### config.mk
export PLATFORM = sky130hd
export DESIGN_NAME = cfg_space_regs
export DESIGN_NICKNAME = d
export VERILOG_FILES = /design/src/rtl/cfg_pkg.sv /design/src/rtl/cfg_wreg.sv /design/src/rtl/cfg_hdr.sv /design/src/rtl/cfg_vnd.sv /design/src/rtl/cfg_space_regs.sv
export SDC_FILE = /design/constraint.sdc
export NUM_CORES = 1
export LEC_CHECK = 0
export CAP_MARGIN = 0
export CORE_MARGIN = 2
export CORE_UTILIZATION = 48
export CTS_BUF_LIST = sky130_fd_sc_hd__clkbuf_8
export DETAILED_ROUTE_END_ITERATION = 10
export HOLD_SLACK_MARGIN = 0.03
export PLACE_DENSITY = 0.67
export SLEW_MARGIN = 10
export SYNTH_ARGS = -nofsm -noshare
export SYNTH_HDL_FRONTEND = slang
export SYNTH_SLANG_ARGS = --single-unit
### constraint.sdc
create_clock -name clk -period 14.73 [get_ports clk]
set_input_delay 3.6825 -clock clk [delete_from_list [all_inputs] [get_ports clk]]
set_output_delay 3.6825 -clock clk [all_outputs]
set_load 0.03 [all_outputs]
### src/rtl/cfg_pkg.sv
package cfg_pkg;
  localparam int CFG_DW = 32;
  localparam int CFG_NB = CFG_DW / 8;
  localparam int CFG_AW = 6;

  localparam logic [CFG_AW-1:0] IX_ID     = 6'd0;
  localparam logic [CFG_AW-1:0] IX_CMD    = 6'd1;
  localparam logic [CFG_AW-1:0] IX_CLASS  = 6'd2;
  localparam logic [CFG_AW-1:0] IX_LAT    = 6'd3;
  localparam logic [CFG_AW-1:0] IX_BAR0   = 6'd4;
  localparam logic [CFG_AW-1:0] IX_BAR1   = 6'd5;
  localparam logic [CFG_AW-1:0] IX_SSMIR  = 6'd11;
  localparam logic [CFG_AW-1:0] IX_INT    = 6'd15;
  localparam logic [CFG_AW-1:0] IX_SCR0   = 6'd16;
  localparam logic [CFG_AW-1:0] IX_KEY    = 6'd56;
  localparam logic [CFG_AW-1:0] IX_PROT0  = 6'd57;
  localparam logic [CFG_AW-1:0] IX_SSID   = 6'd63;

  typedef logic [CFG_DW-1:0] dword_t;
  typedef logic [CFG_NB-1:0] bmask_t;

  function automatic dword_t be_merge(dword_t old_v, dword_t new_v,
                                      bmask_t be, dword_t wmask);
    dword_t m;
    for (int b = 0; b < CFG_NB; b++) begin
      m[8*b +: 8] = be[b] ? wmask[8*b +: 8] : 8'h00;
    end
    return (old_v & ~m) | (new_v & m);
  endfunction
endpackage

### src/rtl/cfg_wreg.sv
module cfg_wreg
  import cfg_pkg::*;
#(
  parameter dword_t WMASK = '1
) (
  input  logic   clk,
  input  logic   rst_n,
  input  logic   we,
  input  bmask_t be,
  input  dword_t wd,
  output dword_t q
);
  dword_t q_r, q_n;

  always_comb begin
    q_n = q_r;
    if (we) q_n = be_merge(q_r, wd, be, WMASK);
  end

  always_ff @(posedge clk or negedge rst_n) begin
    if (!rst_n) q_r <= '0;
    else if (we) q_r <= q_n;
  end

  assign q = q_r;
endmodule

### src/rtl/cfg_hdr.sv
module cfg_hdr
  import cfg_pkg::*;
#(
  parameter logic [15:0] VENDOR_ID  = 16'h1B2C,
  parameter logic [15:0] DEVICE_ID  = 16'h7A31,
  parameter logic [7:0]  REVISION   = 8'h03,
  parameter logic [23:0] CLASS_CODE = 24'h040100,
  parameter logic [7:0]  INT_PIN    = 8'h01,
  parameter logic [15:0] CMD_WMASK  = 16'h0006,
  parameter int          BAR0_LOG2  = 12,
  parameter int          BAR1_LOG2  = 16,
  parameter int          N_SCR      = 2
) (
  input  logic              clk,
  input  logic              rst_n,
  input  logic              wr,
  input  logic [CFG_AW-1:0] idx,
  input  bmask_t            be,
  input  dword_t            wd,
  input  dword_t            ssid,
  output dword_t            rdata
);
  localparam dword_t BAR0_M = ~((dword_t'(1) << BAR0_LOG2) - dword_t'(1));
  localparam dword_t BAR1_M = ~((dword_t'(1) << BAR1_LOG2) - dword_t'(1));
  localparam dword_t CMD_M  = {16'h0000, CMD_WMASK};

  dword_t cmd_q, lat_q, bar0_q, bar1_q, int_q;
  dword_t scr_q [N_SCR];

  cfg_wreg #(.WMASK(CMD_M)) u_cmd (.clk(clk), .rst_n(rst_n),
    .we(wr && idx == IX_CMD), .be(be), .wd(wd), .q(cmd_q));
  cfg_wreg #(.WMASK(32'h0000_FF00)) u_lat (.clk(clk), .rst_n(rst_n),
    .we(wr && idx == IX_LAT), .be(be), .wd(wd), .q(lat_q));
  cfg_wreg #(.WMASK(BAR0_M)) u_bar0 (.clk(clk), .rst_n(rst_n),
    .we(wr && idx == IX_BAR0), .be(be), .wd(wd), .q(bar0_q));
  cfg_wreg #(.WMASK(BAR1_M)) u_bar1 (.clk(clk), .rst_n(rst_n),
    .we(wr && idx == IX_BAR1), .be(be), .wd(wd), .q(bar1_q));
  cfg_wreg #(.WMASK(32'h0000_00FF)) u_int (.clk(clk), .rst_n(rst_n),
    .we(wr && idx == IX_INT), .be(be), .wd(wd), .q(int_q));

  for (genvar s = 0; s < N_SCR; s++) begin : g_scr
    localparam logic [CFG_AW-1:0] SIX = IX_SCR0 + CFG_AW'(s);
    cfg_wreg #(.WMASK('1)) u_scr (.clk(clk), .rst_n(rst_n),
      .we(wr && idx == SIX), .be(be), .wd(wd), .q(scr_q[s]));
  end

  always_comb begin
    rdata = '0;
    case (idx)
      IX_ID:    rdata = {DEVICE_ID, VENDOR_ID};
      IX_CMD:   rdata = cmd_q;
      IX_CLASS: rdata = {CLASS_CODE, REVISION};
      IX_LAT:   rdata = lat_q;
      IX_BAR0:  rdata = bar0_q;
      IX_BAR1:  rdata = bar1_q;
      IX_SSMIR: rdata = ssid;
      IX_INT:   rdata = {16'h0000, INT_PIN, int_q[7:0]};
      default:  rdata = '0;
    endcase
    for (int s = 0; s < N_SCR; s++) begin
      if (idx == IX_SCR0 + CFG_AW'(s)) rdata = scr_q[s];
    end
  end

  assert_cmd_hold_R4: assert property (@(posedge clk) disable iff (!rst_n)
    !(wr && idx == IX_CMD) |=> $stable(cmd_q));
  assert_bar0_low_R5: assert property (@(posedge clk) disable iff (!rst_n)
    (wr && idx == IX_BAR0) |=> (bar0_q & ~BAR0_M) == '0);
endmodule

### src/rtl/cfg_vnd.sv
module cfg_vnd
  import cfg_pkg::*;
#(
  parameter logic [15:0] KEY_VAL = 16'h4281,
  parameter int          N_PROT  = 6
) (
  input  logic              clk,
  input  logic              rst_n,
  input  logic              wr,
  input  logic [CFG_AW-1:0] idx,
  input  bmask_t            be,
  input  dword_t            wd,
  input  logic              ee_load,
  input  dword_t            ee_ssid,
  output dword_t            ssid,
  output dword_t            rdata
);
  localparam dword_t KEY_M = 32'h0000_FFFF;

  dword_t key_q, key_n;
  dword_t ssid_q, ssid_n;
  logic [N_PROT-1:0][CFG_DW-1:0] prot_q;
  logic   unlocked;
  logic   wr_key, wr_ssid;

  assign wr_key   = wr && idx == IX_KEY;
  assign wr_ssid  = wr && idx == IX_SSID;
  assign unlocked = key_q[15:0] == KEY_VAL;

  always_comb begin
    key_n = key_q;
    if (wr_key) key_n = be_merge(key_q, wd, be, KEY_M);
  end

  always_ff @(posedge clk or negedge rst_n) begin
    if (!rst_n) key_q <= '0;
    else if (wr_key) key_q <= key_n;
  end

  always_comb begin
    ssid_n = ssid_q;
    if (ee_load) ssid_n = ee_ssid;
    else if (wr_ssid && unlocked) ssid_n = be_merge(ssid_q, wd, be, '1);
  end

  always_ff @(posedge clk or negedge rst_n) begin
    if (!rst_n) ssid_q <= '0;
    else if (ee_load || (wr_ssid && unlocked)) ssid_q <= ssid_n;
  end

  for (genvar p = 0; p < N_PROT; p++) begin : g_prot
    localparam logic [CFG_AW-1:0] PIX = IX_PROT0 + CFG_AW'(p);
    dword_t pq;
    cfg_wreg #(.WMASK('1)) u_prot (.clk(clk), .rst_n(rst_n),
      .we(wr && unlocked && idx == PIX), .be(be), .wd(wd), .q(pq));
    assign prot_q[p] = pq;
  end

  always_comb begin
    rdata = '0;
    if (idx == IX_KEY)  rdata = key_q;
    if (idx == IX_SSID) rdata = ssid_q;
    for (int p = 0; p < N_PROT; p++) begin
      if (idx == IX_PROT0 + CFG_AW'(p)) rdata = prot_q[p];
    end
  end

  assign ssid = ssid_q;

  assert_locked_hold_R8: assert property (@(posedge clk) disable iff (!rst_n)
    (wr && !unlocked && idx >= IX_PROT0 && idx < IX_SSID) |=> $stable(prot_q));
  assert_ssid_locked_R9: assert property (@(posedge clk) disable iff (!rst_n)
    (wr_ssid && !unlocked && !ee_load) |=> $stable(ssid_q));
  assert_ee_wins_R11: assert property (@(posedge clk) disable iff (!rst_n)
    ee_load |=> ssid_q == $past(ee_ssid));
  assert_key_opens_R7: assert property (@(posedge clk) disable iff (!rst_n)
    (wr_key && be[1:0] == 2'b11 && wd[15:0] == KEY_VAL) |=> unlocked);
endmodule

### src/rtl/cfg_space_regs.sv
module cfg_space_regs
  import cfg_pkg::*;
#(
  parameter logic [15:0] VENDOR_ID = 16'h1B2C,
  parameter logic [15:0] DEVICE_ID = 16'h7A31,
  parameter logic [15:0] KEY_VAL   = 16'h4281,
  parameter int          N_PROT    = 6,
  parameter int          N_SCR     = 2
) (
  input  logic                clk,
  input  logic                rst_n,
  input  logic [CFG_AW-1:0]   cfg_idx,
  input  logic [CFG_NB-1:0]   cfg_be,
  input  logic                cfg_wr,
  input  logic [CFG_DW-1:0]   cfg_wdata,
  output logic [CFG_DW-1:0]   cfg_rdata,
  input  logic                ee_load,
  input  logic [CFG_DW-1:0]   ee_ssid
);
  logic [1:0] rst_sync;
  logic       rst_i_n;
  dword_t     ssid, hdr_rd, vnd_rd;

  always_ff @(posedge clk or negedge rst_n) begin
    if (!rst_n) rst_sync <= 2'b00;
    else        rst_sync <= {rst_sync[0], 1'b1};
  end
  assign rst_i_n = rst_sync[1];

  cfg_hdr #(.VENDOR_ID(VENDOR_ID), .DEVICE_ID(DEVICE_ID), .N_SCR(N_SCR)) u_hdr (
    .clk(clk), .rst_n(rst_i_n), .wr(cfg_wr), .idx(cfg_idx), .be(cfg_be),
    .wd(cfg_wdata), .ssid(ssid), .rdata(hdr_rd));

  cfg_vnd #(.KEY_VAL(KEY_VAL), .N_PROT(N_PROT)) u_vnd (
    .clk(clk), .rst_n(rst_i_n), .wr(cfg_wr), .idx(cfg_idx), .be(cfg_be),
    .wd(cfg_wdata), .ee_load(ee_load), .ee_ssid(ee_ssid), .ssid(ssid),
    .rdata(vnd_rd));

  assign cfg_rdata = hdr_rd | vnd_rd;
endmodule

Word level (Yosys, flattened, before mapping)
Index checks and enable logic that the tools add are counted.
{"block": "classes", "n_reduce_logical": 21, "muxes": 19, "eq_ne": 18, "n_bitwise": 45}
{"cell": "$and A32 B32 Y32", "count": 18}
{"cell": "$or A32 B32 Y32", "count": 16}
{"cell": "$mux W32", "count": 12}
{"cell": "$pmux W32 S8", "count": 1}
{"cell": "$not A32 Y32", "count": 3}
{"cell": "$and A32 B16 Y32", "count": 2}
{"cell": "$and A32 B8 Y32", "count": 2}
{"cell": "$not A16 Y32", "count": 2}
{"cell": "$not A8 Y32", "count": 2}
{"cell": "$eq A6 B6 Y1 const B", "count": 8}
{"cell": "$mux W8", "count": 5}
{"cell": "$logic_and A1 B1 Y1", "count": 17}
{"cell": "$eq A16 B15 Y1 const B", "count": 1}
{"cell": "$eq A6 B2 Y1 const B", "count": 2}
{"cell": "$eq A6 B3 Y1 const B", "count": 2}
{"cell": "$eq A6 B4 Y1 const B", "count": 2}
{"cell": "$eq A6 B5 Y1 const B", "count": 2}
{"cell": "$eq A6 B1 Y1 const B", "count": 1}
{"cell": "$logic_not A6 Y1", "count": 1}
{"cell": "$mux W3", "count": 1}
{"cell": "$reduce_and A2 Y1", "count": 1}
{"cell": "$reduce_bool A2 Y1", "count": 1}
{"cell": "$logic_or A1 B1 Y1", "count": 1}
{"block": "totals", "wordCells": 119, "inputBits": 78, "register_bits": 482, "output_inout_bits": 32}

Depth between registers and ports, before layout
{"block": "logic_depth", "word_depth": 10, "depth_mapped": 8, "depth_no_buf": 5}

Hierarchy
A second synthesis with hierarchy kept.
{"block": "unflattened", "hier_cells": 1676, "area_unflattened_um2": 19189.7}
{"mod": "cfg_wreg at u_hdr.g_scr[0].u_scr ...", "area_per_inst_um2": 1186.1, "seq_area_each_um2": 800.8, "n_inst": 8, "cells_per_inst": 68}
{"mod": "cfg_vnd", "area_per_inst_um2": 4773.3, "seq_area_each_um2": 1201.2, "n_inst": 1, "cells_per_inst": 599}
{"mod": "cfg_hdr", "area_per_inst_um2": 1854.3, "seq_area_each_um2": 0.0, "n_inst": 1, "cells_per_inst": 271}
{"mod": "cfg_wreg at u_hdr.u_int ...", "area_per_inst_um2": 480.5, "seq_area_each_um2": 200.2, "n_inst": 2, "cells_per_inst": 42}
{"mod": "cfg_wreg at u_hdr.u_bar0", "area_per_inst_um2": 835.8, "seq_area_each_um2": 500.5, "n_inst": 1, "cells_per_inst": 56}
{"mod": "cfg_wreg at u_hdr.u_bar1", "area_per_inst_um2": 716.9, "seq_area_each_um2": 400.4, "n_inst": 1, "cells_per_inst": 51}
{"mod": "cfg_wreg at u_hdr.u_cmd", "area_per_inst_um2": 305.3, "seq_area_each_um2": 50.0, "n_inst": 1, "cells_per_inst": 36}
{"mod": "cfg_space_regs", "area_per_inst_um2": 254.0, "seq_area_each_um2": 50.0, "n_inst": 1, "cells_per_inst": 35}

Worst setup path before layout
No wires, ideal clock.
{"block": "synth_timing", "path_type": "input -> output", "from": "input cfg_idx[2]", "to": "output cfg_rdata[5]", "cell_stages": 7, "path_slack_ps": 5498, "path_buffers": 3, "t_arrival_ps": 5550, "cell_sequence": "buf_4 clkbuf_1 clkbuf_1 o21ai_0 a221oi_1 a221oi_1 o21ai_0"}
{"block": "synth_via", "elab_chain_len": 10, "elab_cells_between_ends": 30, "classes_between": "eq/ne: 17; mux: 11; bitwise: 1; reduce/logical: 1"}
{"item": "from (decl)", "line": "cfg_space_regs.sv:12", "text": "input logic [CFG_AW-1:0] cfg_idx,"}
{"item": "$eq A6 B6 Y1", "line": "cfg_vnd.sv:61", "text": "if (idx == IX_KEY) rdata = key_q;"}
{"item": "$mux W32", "line": "cfg_vnd.sv:61"}
{"item": "$mux W32", "line": "cfg_vnd.sv:62", "text": "if (idx == IX_SSID) rdata = ssid_q;"}
{"item": "$mux W32 (6 in a row)", "line": "cfg_vnd.sv:64", "text": "if (idx == IX_PROT0 + CFG_AW'(p)) rdata = prot_q[p];"}
{"item": "$or A32 B32 Y32 *", "line": "cfg_space_regs.sv:39", "text": "assign cfg_rdata = hdr_rd | vnd_rd;"}
{"item": "to (decl)", "line": "cfg_space_regs.sv:16", "text": "output logic [CFG_DW-1:0] cfg_rdata,"}
Every way passes the cells marked *; elsewhere a longest branch is shown, timed or not.

Final worst setup path
{"block": "layout_timing", "from": "input cfg_idx[2]", "to": "output cfg_rdata[15]"}
The elaborated chain is that of the path after synthesis.

==> flow_metrics.env <==
export IMPL_vias=12500
export IMPL_area_delta_synth_final_pct=14.7
export IMPL_ir_drop_mv=0.0741
export IMPL_drv_cap=0
export IMPL_syn_cell_area_um2=17500
export IMPL_combPwrFrac_pct=8.0
export IMPL_antenna_found_initial=3
export IMPL_required_ns=11.05
export IMPL_grt_setup_unrepaired="false"
export IMPL_post_drt_wl_per_cell_um=26.2
export IMPL_hold_buffers=0
export IMPL_final_hold_violation_count=0
export IMPL_p_per_area_nw_per_um2=108
export IMPL_crit_start="cfg_idx[2]"
export IMPL_ys_warn_count=0
export IMPL_maxSlewHeadroom_pct=22.7
export IMPL_holdWs_ns=0.347
export IMPL_crit_path_max_incr_delay_ns=1.00
export IMPL_path_class="input pin to primary output"
export IMPL_gp_congestion=0.811
export IMPL_hold_path_class="flop to flop"
export IMPL_io_pins=110
export IMPL_finalCriticalPeriod_ns=11.40
export IMPL_critPathMaxFanout=39
export IMPL_total_power_mw=2.17
export IMPL_syn_inst=1369
export IMPL_worst_pin_slew_ns=1.16
export IMPL_nets=1511
export IMPL_cp_num_buf_inv=4
export IMPL_clockBufferDepth=3
export IMPL_final_layout_size_suffix_gt1_share_pct=37.3
export IMPL_crit_family="buffers and inverters"
export IMPL_track_usage_pct=26.8
export IMPL_io_buffers=109
export IMPL_core_um2=35700
export IMPL_r2r_start="rst_sync[1]"
export IMPL_routed_wl_um=50800
export IMPL_synthFlopType="dfrtp_1"
export IMPL_rows=69
export IMPL_p_clk_share_pct=43.1
export IMPL_switching_power_mw=0.538
export IMPL_yosysUniqueCellTypes=64
export IMPL_synth_edf_count=0
export IMPL_dieArea_um2=38000
export IMPL_cts_resized=0
export IMPL_grt_pass1_wl_um=77700
export IMPL_grt_max_degree=81
export IMPL_leakage_nw=9.27
export IMPL_dr_pass1_iters=6
export IMPL_p_int_mw=1.63
export IMPL_setup_slack_ns=3.33
export IMPL_layout_common_cells="390 x mux2_2, 359 x dfrtp_1, 106 x clkdlybuf4s50_1, 75 x clkbuf_8, 59 x nand2_1"
export IMPL_clkSinkCount=360
export IMPL_dp_hpwl_um=32100
export IMPL_start_util_pct=49.0
export IMPL_drv_slew=0
export IMPL_ant_nets=0
export IMPL_layout_cells_most_common="mux2_2"
export IMPL_end_kind="primary output"
export IMPL_numCtsBuffers=61
export IMPL_root_buffer="clkbuf_8"
export IMPL_via_per_inst=6.43
export IMPL_period_share_pct=77.4
export IMPL_fmax_mhz=87.7
export IMPL_crit_chain="clkdlybuf4s50_1 > buf_4 > nor4b_1 > and2_1 > buf_4 > a222oi_1 > and2_1 > o21ai_0 > clkdlybuf4s50_1"
export IMPL_fin_tns_setup_ns=0
export IMPL_seqPwrFrac_pct=48.8
export IMPL_grt_pass1_vias=12800
export IMPL_hp_start="rst_sync[0]"
export IMPL_die_x_um=195
export IMPL_swShare_pct=24.8
export IMPL_synth_nets=1447
export IMPL_drtIter0Drc=1143
export IMPL_outcome="finished clean"
export IMPL_ys_ff_latch=360
export IMPL_finalSetupViolations=0
export IMPL_insertion_delay_ns=0.65
export IMPL_synth_avg_cell_area_um2=12.8
export IMPL_cts_clk_slew_worst_paths_ns=0.05
export IMPL_synthArstFlopShare_pct=100
export IMPL_cts_tree="yes"
export IMPL_yosysSeqAreaShare_pct=51.4
export IMPL_cts_setup_buffers=0
export IMPL_drc_errors=0
export IMPL_crit_slowest_cell="and2_1"
export IMPL_die_y_um=195
export IMPL_arrival_ns=7.72
export IMPL_grt_overflow_total=0
export IMPL_htreeDepth=2
export IMPL_clock_skew_ns=0.0416
export IMPL_fillers=2991
export IMPL_post_place_ws_ns=3.44
export IMPL_startpoint_type="input pin"
-- layout make-up --
class	count	area [µm²]	area share, %
tap	461	577	2.87
clock inverter	33	251	1.25
clock buffer	75	1030	5.14
multi-input combinational	884	8020	39.9
antenna	2	5.00	0.0249
timing repair buffer	122	1180	5.85
sequential	360	9010	44.9
inverter	4	15.0	0.0747
-- power groups by stage --
stage	Combinational [mW]	Sequential (mW)	Clock, mW
finish	0.174	1.06	0.936
global placement	0.171	1.08	0
detailed placement	0.174	1.08	0
CTS	0.175	1.06	0.954
floorplan	0.104	1.08	0
global route	0.188	1.06	1.00
-- cell usage after synthesis (all sizes together) (6+ instances only) --
cell    count  area [µm²]
o221ai      9        78.8
o21ai      51         255
o22ai      10        62.6
buf        48         264
nor4       11         159
nor3       13         101
a222oi     35         350
nand3      16        90.1
a22oi      41         308
mux2      392        4410
mux2i      28         280
a31oi      12        75.1
a32o       14         140
nand4       7         119
clkbuf     73         274
a211oi      6        45.0
a31o        7        61.3
a221oi     14         123
dfrtp     360        9010
and3        9        56.3
nand4b      7        61.3
or3        16         100
nor2       45         282
nand2      60         233
a21oi      30         150
-- through the flow --
stage | cells | area, µm² | util (%)
6_report | 1941 | 20100 | 56.2
5_1_grt | 1939 | 20100 | 56.2
4_1_cts | 1939 | 20100 | 56.2
3_5_place_dp | 1831 | 18800 | 52.6
3_3_place_gp | 1831 | 18800 | 52.6
2_1_floorplan | 1369 | 17500 | -
-- worst paths after layout --
path	depth (start not counted)	slack [ns]	endpoint
hold reg to reg	0	0.35	rst_sync[1]
min in group asynchronous	0	0.50	asynchronous set/reset pin
setup / recovery	9	3.33	cfg_rdata[15]
max in group asynchronous	3	11.10	asynchronous set/reset pin
hold / removal	0	0.35	rst_sync[1]
setup reg to reg	3	11.10	asynchronous set/reset pin
-- logic make-up (layout without fill, tap and decap cells) --
logic type / count (synthesis) / after routing / synth area share [%]
buffers and inverters: 125 / 234 / 3.16
flip-flops: 360 / 360 / 51.4
other: 1 / 3 / 0.0214
AO/OA/AOI/OAI: 255 / 255 / 10.6
AND/OR/NAND/NOR: 208 / 208 / 7.96
multiplexers: 420 / 420 / 26.8
-- routing by layer --
metal	up-vias	track usage, %	share of wire [%]
li1	5304	-	-
met1	6461	36.0	42
met2	566	42.2	46
met3	145	6.01	7.4
met4	2	11.2	3.9
met5	-	0	0.024
Note: power is estimated with default switching activity, not from simulation.
